<file path="config.mk">
export PLATFORM = sky130hd
export DESIGN_NAME = pin_strap_mux
export DESIGN_NICKNAME = d
export VERILOG_FILES = /design/src/rtl/pin_mux_pkg.sv /design/src/rtl/pin_mux_ctrl.sv /design/src/rtl/pin_mux_datapath.sv /design/src/rtl/pin_strap_mux.sv
export SDC_FILE = /design/constraint.sdc
export NUM_CORES = 1
export LEC_CHECK = 0
export BUFFER_PORTS_ARGS = -buffer_cell sky130_fd_sc_hd__buf_2
export CORE_AREA = 5 5 42 44
export CTS_CLUSTER_SIZE = 8
export DETAILED_ROUTE_END_ITERATION = 6
export DIE_AREA = 0 0 47 49
export GPL_TIMING_DRIVEN = 0
export HOLD_SLACK_MARGIN = 0.1
export SLEW_MARGIN = 10
export SYNTH_ARGS = -nofsm -noshare
export SYNTH_HDL_FRONTEND = slang
export SYNTH_SLANG_ARGS = --single-unit
</file>
<file path="constraint.sdc">
create_clock -name clk -period 1.1 [get_ports clk]
set_input_delay 0.11 -clock clk [delete_from_list [all_inputs] [get_ports clk]]
set_output_delay 0.11 -clock clk [all_outputs]
set_load 0.01 [all_outputs]
</file>
<file path="src/rtl/pin_mux_pkg.sv">
package pin_mux_pkg;

  typedef enum logic {
    MODE_GPIO_UART  = 1'b0,
    MODE_FRAME_SYNC = 1'b1
  } pin_mode_e;

  typedef struct packed {
    logic fsMode;       // committed mode is frame sync
    logic padsEnabled;  // pad drivers allowed
  } mux_strobe_t;

endpackage

</file>
<file path="src/rtl/pin_mux_ctrl.sv">
module pin_mux_ctrl
  import pin_mux_pkg::*;
#(
  parameter int SYNC_STAGES = 2
) (
  input  logic        clk,
  input  logic        rstN,
  input  logic        strapIn,
  output mux_strobe_t strobe
);

  localparam int LAST = SYNC_STAGES - 1;

  logic [LAST:0] syncQ;
  pin_mode_e     modeQ;
  logic          enQ;

  // synchronizer runs freely so the strap is seen while reset is held
  generate
    if (SYNC_STAGES == 1) begin : g_single
      always_ff @(posedge clk) syncQ <= strapIn;
    end else begin : g_chain
      always_ff @(posedge clk) syncQ <= {syncQ[LAST-1:0], strapIn};
    end
  endgenerate

  // mode follows the synchronized strap while reset is low, frozen after
  always_ff @(posedge clk) begin
    if (!rstN) modeQ <= pin_mode_e'(syncQ[LAST]);
  end

  always_ff @(posedge clk or negedge rstN) begin
    if (!rstN) enQ <= 1'b0;
    else       enQ <= 1'b1;
  end

  assign strobe.fsMode      = (modeQ == MODE_FRAME_SYNC);
  assign strobe.padsEnabled = enQ;

  p_mode_frozen_r3: assert property (@(posedge clk) disable iff (!rstN)
    $past(rstN) |-> $stable(modeQ));

  p_enable_after_release_r5: assert property (@(posedge clk) disable iff (!rstN)
    $past(rstN) |-> enQ);

endmodule

</file>
<file path="src/rtl/pin_mux_datapath.sv">
module pin_mux_datapath
  import pin_mux_pkg::*;
#(
  parameter logic UART_IDLE = 1'b1,
  parameter logic FS_IDLE   = 1'b0,
  parameter logic GPIO_IDLE = 1'b0
) (
  input  mux_strobe_t strobe,
  input  logic        pad0In,
  output logic        pad0Oe,
  output logic        pad0Out,
  input  logic        pad1In,
  output logic        pad1Oe,
  output logic        pad1Out,
  input  logic        gpioOe,
  input  logic        gpioOut,
  output logic        gpioIn,
  output logic        uartRx,
  input  logic        fsxOe,
  input  logic        fsxOut,
  output logic        fsxIn,
  input  logic        fsrOe,
  input  logic        fsrOut,
  output logic        fsrIn
);

  logic en;
  assign en = strobe.padsEnabled;

  always_comb begin
    if (strobe.fsMode) begin
      pad0Oe  = en & fsxOe;
      pad0Out = fsxOut;
      pad1Oe  = en & fsrOe;
      pad1Out = fsrOut;
      fsxIn   = pad0In;
      fsrIn   = pad1In;
      gpioIn  = GPIO_IDLE;
      uartRx  = UART_IDLE;
    end else begin
      pad0Oe  = en & gpioOe;
      pad0Out = gpioOut;
      pad1Oe  = 1'b0;
      pad1Out = 1'b0;
      gpioIn  = pad0In;
      uartRx  = pad1In;
      fsxIn   = FS_IDLE;
      fsrIn   = FS_IDLE;
    end
  end

  always_comb begin
    if (!en) p_pads_input_r5: assert (!pad0Oe && !pad1Oe);
    if (!strobe.fsMode) p_rx_pin_undriven_r7: assert (!pad1Oe && !pad1Out);
    if (!strobe.fsMode) p_idle_fs_r6: assert (fsxIn == FS_IDLE && fsrIn == FS_IDLE);
    else                p_idle_uart_r6: assert (uartRx == UART_IDLE && gpioIn == GPIO_IDLE);
  end

endmodule

</file>
<file path="src/rtl/pin_strap_mux.sv">
module pin_strap_mux
  import pin_mux_pkg::*;
#(
  parameter int   SYNC_STAGES = 2,
  parameter logic UART_IDLE   = 1'b1,
  parameter logic FS_IDLE     = 1'b0,
  parameter logic GPIO_IDLE   = 1'b0
) (
  input  logic clk,
  input  logic rstN,
  input  logic strapIn,
  input  logic pad0In,
  output logic pad0Oe,
  output logic pad0Out,
  input  logic pad1In,
  output logic pad1Oe,
  output logic pad1Out,
  input  logic gpioOe,
  input  logic gpioOut,
  output logic gpioIn,
  output logic uartRx,
  input  logic fsxOe,
  input  logic fsxOut,
  output logic fsxIn,
  input  logic fsrOe,
  input  logic fsrOut,
  output logic fsrIn,
  output logic modeSel
);

  mux_strobe_t strobe;

  pin_mux_ctrl #(.SYNC_STAGES(SYNC_STAGES)) u_ctrl (
    .clk(clk), .rstN(rstN), .strapIn(strapIn), .strobe(strobe)
  );

  pin_mux_datapath #(.UART_IDLE(UART_IDLE), .FS_IDLE(FS_IDLE), .GPIO_IDLE(GPIO_IDLE)) u_dp (
    .strobe(strobe),
    .pad0In(pad0In), .pad0Oe(pad0Oe), .pad0Out(pad0Out),
    .pad1In(pad1In), .pad1Oe(pad1Oe), .pad1Out(pad1Out),
    .gpioOe(gpioOe), .gpioOut(gpioOut), .gpioIn(gpioIn),
    .uartRx(uartRx),
    .fsxOe(fsxOe), .fsxOut(fsxOut), .fsxIn(fsxIn),
    .fsrOe(fsrOe), .fsrOut(fsrOut), .fsrIn(fsrIn)
  );

  assign modeSel = strobe.fsMode;

endmodule

</file>
==> metrics.md, run 1 <==
| Metric | Value |
|---|---|
| Routed wire length | `434 um` |
| CTS H-tree depth | `1` |
| Status | `finished, violations left` |
| Global-route wire length before repair | `614 um` |
| Pwr Density | `1210 nW/um^2` |
| Slew Viols, Final | `0` |
| Die Area | `2300 sq um` |
| YS warnings | `0` |
| Std-Cell Rows | `14` |
| Fin crit share | `114%` |
| RD Place Congestion | `0.496` |
| Reg-to-Reg Start | `u_ctrl.syncQ[1]$_DFF_P_` |
| Type of origin of the critical path | `register` |
| Insertion delay to the later sink of the worst-skew pair | `0.24 ns` |
| Sequential area share after synthesis | `54.3%` |
| Initial DRC count | `0` |
| Post-synthesis instance total | `15` |
| Vias in the first global route | `173` |
| Vias per cell | `3.29` |
| Crit. Startpoint | `u_ctrl.modeQ$_DFFE_PN_` |
| Max frequency | `795 MHz` |
| Synth-to-layout area growth | `106%` |
| Number of remaining DRC errors | `0` |
| Synth Net Count | `26` |
| Worst Reg-to-Reg Cells | `0` |
| Cts bufs inserted | `3` |
| Flop-to-flop setup slack | `0.57 ns` |
| Setup CP Type | `register to output pin` |
| Post-DRT Antenna Nets | `0` |
| Total grt overflow | `0` |
| Worst EP required | `0.99 ns` |
| Worst-case clock buffer depth | `2` |
| 1st-pass router iterations | `1` |
| Final Hold Viols | `0` |
| Layout cell share with drive strength beyond 1 | `73.8%` |
| Die Y | `49 um` |
| Synthesized area per cell | `11.7 sq um` |
| Root Driver | `clkbuf_4` |
| Failing checks | `negative setup slack` |
| Largest net degree at the start of global routing | `6` |
| Net Switching | `0.0934 mW` |
| Total track usage | `4.23%` |
| Clock skew | `0.00873 ns` |
| WP data arrival | `1.15 ns` |
| Synth Cell Area | `175 sq um` |
| Worst IR drop on VDD | `0.530 mV` |
| Total negative slack | `-0.959 ns` |
| R2r endpoint | `u_ctrl.modeQ$_DFFE_PN_` |
| Clock sink count | `4` |
| Switching share of total power | `21.3%` |
| Synth Register Bits | `4` |
| Largest fanout on the critical path | `5` |
| Static Leakage | `0.196 nW` |
| Reg power frac | `37.4%` |
| Critical Path End Type | `output pin` |
| Synth unique cells | `12` |
| Die width | `47 um` |
| Clk pwr share | `45.0%` |
| Core ar. | `1400 sq um` |
| Core Util, Final | `25.8%` |
| P_int | `0.345 mW` |
| Hold crit path type | `input port to async pin` |
| Setup ws final | `-0.157 ns` |
| N_diodes | `0` |
| Max Cap Viol | `0` |
| Initial antenna violation count | `0` |
| Vias | `191` |
| I/O pins | `20` |
| Clock transition at the registers of the reported paths | `0.04 ns` |
| Comb pwr share | `17.6%` |
| Post-DR wirelength/cell | `7.48 um` |
| Final Critical Period | `1.26 ns` |
| Post-layout nets | `54` |
| CTS tree | `yes` |
| HPWL Detailed | `356 um` |
| Starting density of the core | `12.5%` |
| DP Worst Slack | `0.00640 ns` |
| RSZ-0062 raised after global routing | `yes` |
| PortBufs | `19` |
| Final setup violation count | `8` |
layout by cell type (no fill, tap or decap):
master,instances
buf_2,18
and2_2,3
clkbuf_4,3
dlygate4sd3_1,2
buf_6,2
dfxtp_1,2
or2_2,1
and2b_2,1
and3_2,1
mux2_2,1
inv_1,1
mux2i_1,1
nor2b_1,1
clkbuf_1,1
buf_4,1
dfrtp_1,1
conb_1,1
edfxtp_1,1
layer usage:
metal  global-route usage [%]  up-vias  routed length (um)
li1                         -       99                   -
met1                     2.21       83                  90
met2                     7.24        9                 274
met3                     1.11        0                  70
met4                     6.91        0                   0
met5                        0        -                   0
synth_stat cells (all sizes together):
| master | instances | area, sq um |
|---|---|---|
| dfxtp | 2 | 40.0 |
| edfxtp | 1 | 30.0 |
| mux2i | 1 | 10.0 |
| nor2b | 1 | 6.26 |
| or2 | 1 | 6.26 |
| and2b | 1 | 8.76 |
| inv | 1 | 3.75 |
| mux2 | 1 | 11.3 |
| and3 | 1 | 7.51 |
| conb | 1 | 3.75 |
| dfrtp | 1 | 25.0 |
| and2 | 3 | 22.5 |
how the worst max path moves through the flow:
stage | endpoint | slack (ns) | cells past startpoint
5_1_grt | pad0Oe | -0.22 | 4
3_3_place_gp | pad0Out | 0.01 | 2
6_report | pad0Oe | -0.16 | 4
3_5_place_dp | pad0Out | 0.006 | 2
4_1_cts | pad0Oe | -0.18 | 4
2_1_floorplan | pad0Out | 0.13 | 1
power by group through the flow:
stage	clock, mW	combinational [mW]	sequential, mW
after floorplan	0	0.0277	0.168
final	0.197	0.0775	0.164
after global routing	0.218	0.0862	0.165
after detailed placement	0	0.0630	0.169
after global placement	0	0.0616	0.168
after CTS	0.213	0.0792	0.164
sequential cells by signal (all words and copies together), names as in the netlist:
name / flops
u_ctrl.enQ: 1
u_ctrl.syncQ: 2
u_ctrl.modeQ: 1
per-stage QoR:
stage | cells | total power, mW | instance area, sq um | hold WS [ns]
after floorplan | 15 | 0.195 | 175 | -0.186
after global placement | 50 | 0.230 | 290 | -0.105
after detailed placement | 50 | 0.232 | 290 | -0.106
after CTS | 58 | 0.456 | 362 | 0.174
after global routing | 58 | 0.469 | 362 | 0.186
final | 58 | 0.439 | 362 | 0.184
cell families after synthesis:
kind of cell	count (synthesis)	share of synthesized area, %
mux	2	12.1
flops	4	54.3
simple gates	7	29.3
buf+inv	1	2.14
other cells	1	2.14
worst max-delay path: stages, from the launching register on:
cell and delay (ns):
edfxtp_1 0.43, buf_6 0.15, mux2i_1 0.10, nor2b_1 0.09, buf_2 0.13
what timing repair did:
| item | 4_1_cts | 5_1_grt |
|---|---|---|
| setup buffers | 2 | 0 |
| resized for setup | 2 | 0 |
| pin swaps | 0 | 0 |
| hold endpoints to repair | 2 | 0 |
| setup endpoints to repair | 8 | 9 |
| hold buffers | 2 | 0 |
area by class of cell:
| cell class | instances | area [sq um] |
|---|---|---|
| clock buffer | 4 | 26.3 |
| fill | 165 | 1040 |
| inverter | 1 | 3.75 |
| multi-input combinational | 10 | 76.3 |
| sequential | 4 | 95.1 |
| tap | 16 | 20.0 |
| timing repair buffer | 23 | 140 |
No activity file was read; power rests on OpenSTA's default activity.
==> inputs of run 2 (changes only) <==
Settings changed: BUFFER_PORTS_ARGS -buffer_cell sky130_fd_sc_hd__buf_2 to -buffer_cell sky130_fd_sc_hd__buf_4.
==> run 2 against run 1 <==
Against the previous run: sequential power about the same; largest cell class unchanged; core utilization rose by 5.2 points; count of clock-buffer cells in the layout unchanged; critical path type unchanged; the run still ends with negative setup slack left; setup slack got worse by 0.038 ns.
==> metrics.md, run 2 (synthesis results as in run 1) <==
| Metric | Value |
|---|---|
| Comb pwr share | `23.6% (was 17.6%)` |
| Layout cell share with drive strength beyond 1 | `75.0% (was 73.8%)` |
| Number of flip-flops under the largest register name | `2 (unchanged)` |
| P_int | `0.373 mW (was 0.345 mW)` |
| Commonest non-fill, non-tap cell in the layout | `buf_4 (was buf_2)` |
| Fill cell count | `166 (was 165)` |
| Clock transition at the registers of the reported paths | `0.04 ns (about the same)` |
| Worst EP required | `0.99 ns (about the same)` |
| Routed wire length | `491 um (was 434 um)` |
| Reg area | `95.1 sq um (unchanged)` |
| Slew Viols, Final | `0 (unchanged)` |
| DP Worst Slack | `-0.0200 ns (was 0.00640 ns)` |
| Insertion delay to the later sink of the worst-skew pair | `0.23 ns (was 0.24 ns)` |
| Die Area | `2300 sq um (unchanged)` |
| Total negative slack | `-1.01 ns (was -0.959 ns)` |
| Pwr Density | `1090 nW/um^2 (was 1210 nW/um^2)` |
| Type of origin of the critical path | `register (unchanged)` |
| Largest net degree at the start of global routing | `5 (was 6)` |
| Largest regs | `u_ctrl.syncQ x2, u_ctrl.enQ x1, u_ctrl.modeQ x1 (unchanged)` |
| Die width | `47 um (unchanged)` |
| Setup CP Type | `register to output pin (unchanged)` |
| Hold crit path type | `input port to async pin (unchanged)` |
| Setup ws final | `-0.196 ns (was -0.157 ns)` |
| Final Hold Viols | `0 (unchanged)` |
| Commonest non-fill, non-tap cells in the layout | `buf_4, buf_6, clkbuf_4 (was buf_2, and2_2, clkbuf_4)` |
| Post-DR wirelength/cell | `8.18 um (was 7.48 um)` |
| Net Switching | `0.0986 mW (was 0.0934 mW)` |
| Clock sink count | `4 (unchanged)` |
| Initial antenna violation count | `0 (unchanged)` |
| Post-layout nets | `56 (was 54)` |
| Vias | `207 (was 191)` |
| Std-Cell Rows | `14 (unchanged)` |
| Critical Path End Type | `output pin (unchanged)` |
| Core ar. | `1400 sq um (unchanged)` |
| RD Place Congestion | `0.481 (was 0.496)` |
| Vias per cell | `3.45 (was 3.29)` |
| CTS tree | `yes (unchanged)` |
| Max frequency | `772 MHz (was 795 MHz)` |
| Switching share of total power | `20.9% (was 21.3%)` |
| CTS H-tree depth | `1 (unchanged)` |
| Reg power frac | `34.6% (was 37.4%)` |
| Static Leakage | `0.222 nW (was 0.196 nW)` |
| Fin crit share | `118% (was 114%)` |
| Global-route wire length before repair | `869 um (was 614 um)` |
| Starting density of the core | `12.5% (unchanged)` |
| Initial DRC count | `0 (unchanged)` |
| Number of remaining DRC errors | `0 (unchanged)` |
| Clk pwr share | `41.8% (was 45.0%)` |
| Worst-case clock buffer depth | `2 (unchanged)` |
| Root Driver | `clkbuf_4 (unchanged)` |
| Cts bufs inserted | `3 (unchanged)` |
| Vias in the first global route | `242 (was 173)` |
| HPWL Detailed | `365 um (was 356 um)` |
| Worst Hold Margin | `0.196 ns (was 0.184 ns)` |
| Pwr Total | `0.472 mW (was 0.439 mW)` |
| Synth-to-layout area growth | `148% (was 106%)` |
| WP data arrival | `1.19 ns (was 1.15 ns)` |
| Die Y | `49 um (unchanged)` |
| Failing checks | `negative setup slack (unchanged)` |
| Max Cap Viol | `0 (unchanged)` |
| N_diodes | `0 (unchanged)` |
| PortBufs | `19 (unchanged)` |
| Worst IR drop on VDD | `0.482 mV (was 0.530 mV)` |
| Area of the multi-input gates | `83.8 sq um (was 76.3 sq um)` |
| I/O pins | `20 (unchanged)` |
| Largest fanout on the critical path | `4 (was 5)` |
| RSZ-0062 raised after global routing | `yes (unchanged)` |
| Core Util, Final | `31.0% (was 25.8%)` |
| Clock skew | `0.00548 ns (was 0.00873 ns)` |
| Most flops, register | `u_ctrl.syncQ (unchanged)` |
| 1st-pass router iterations | `1 (unchanged)` |
| Status | `finished, violations left (unchanged)` |
| Total grt overflow | `0 (unchanged)` |
| Final Critical Period | `1.30 ns (was 1.26 ns)` |
| Final setup violation count | `8 (unchanged)` |
| Post-DRT Antenna Nets | `0 (unchanged)` |
| Total track usage | `5.36% (was 4.23%)` |
run 2: metal layers:
metal | track usage [%] | vias up | routed length, um
li1 | - | 104 | -
met1 | 4.20 | 94 | 129
met2 | 9.28 | 9 | 296
met3 | 3.69 | 0 | 65
met4 | 2.76 | 0 | 0
met5 | 0 | - | 0
run 2: path summary, 6_finish.rpt:
kind / start / end / slack (ns) / cells after the start
max: u_ctrl.modeQ$_DFFE_PN_ / pad0Out / -0.20 / 3
min: rstN / u_ctrl.enQ$_DFF_PN0_ / 0.20 / 2
max reg2reg: u_ctrl.syncQ[1]$_DFF_P_ / u_ctrl.modeQ$_DFFE_PN_ / 0.57 / 0
min reg2reg: u_ctrl.syncQ[0]$_DFF_P_ / u_ctrl.syncQ[1]$_DFF_P_ / 0.32 / 0
max in group asynchronous: rstN / u_ctrl.enQ$_DFF_PN0_ / 0.82 / 2
min in group clk: u_ctrl.syncQ[0]$_DFF_P_ / u_ctrl.syncQ[1]$_DFF_P_ / 0.32 / 0
run 2: worst max-delay path, stage by stage (launching register included):
cell,delay [ns]
edfxtp_1,0.41
buf_4,0.15
mux2_2,0.27
buf_6,0.12
run 2: power by group through the flow:
stage | clock [mW] | sequential (mW) | combinational [mW]
after floorplan | 0 | 0.168 | 0.0277
after global placement | 0 | 0.169 | 0.0821
after detailed placement | 0 | 0.169 | 0.0838
after CTS | 0.208 | 0.163 | 0.113
after global routing | 0.225 | 0.164 | 0.122
final | 0.197 | 0.163 | 0.111
run 2: what timing repair did:
item,4_1_cts,5_1_grt
setup endpoints to repair,8,9
pin swaps,0,0
buffers inserted,4,0
hold endpoints to repair,2,0
gates resized for setup,8,0
hold buffers,2,0
run 2: area by class of cell:
type                    count  area share [%]
well taps                  16            4.61
repair buffers             25            47.3
multi-input cells          10            19.3
flip-flops and latches      4            21.9
inverters                   1           0.865
clock buffers               4            6.05
run 2: metrics by stage:
stage          std cells  instance area (sq um)
5_1_grt               60                    434
3_3_place_gp          50                    338
2_1_floorplan         15                    175
6_report              60                    434
4_1_cts               60                    434
3_5_place_dp          50                    338
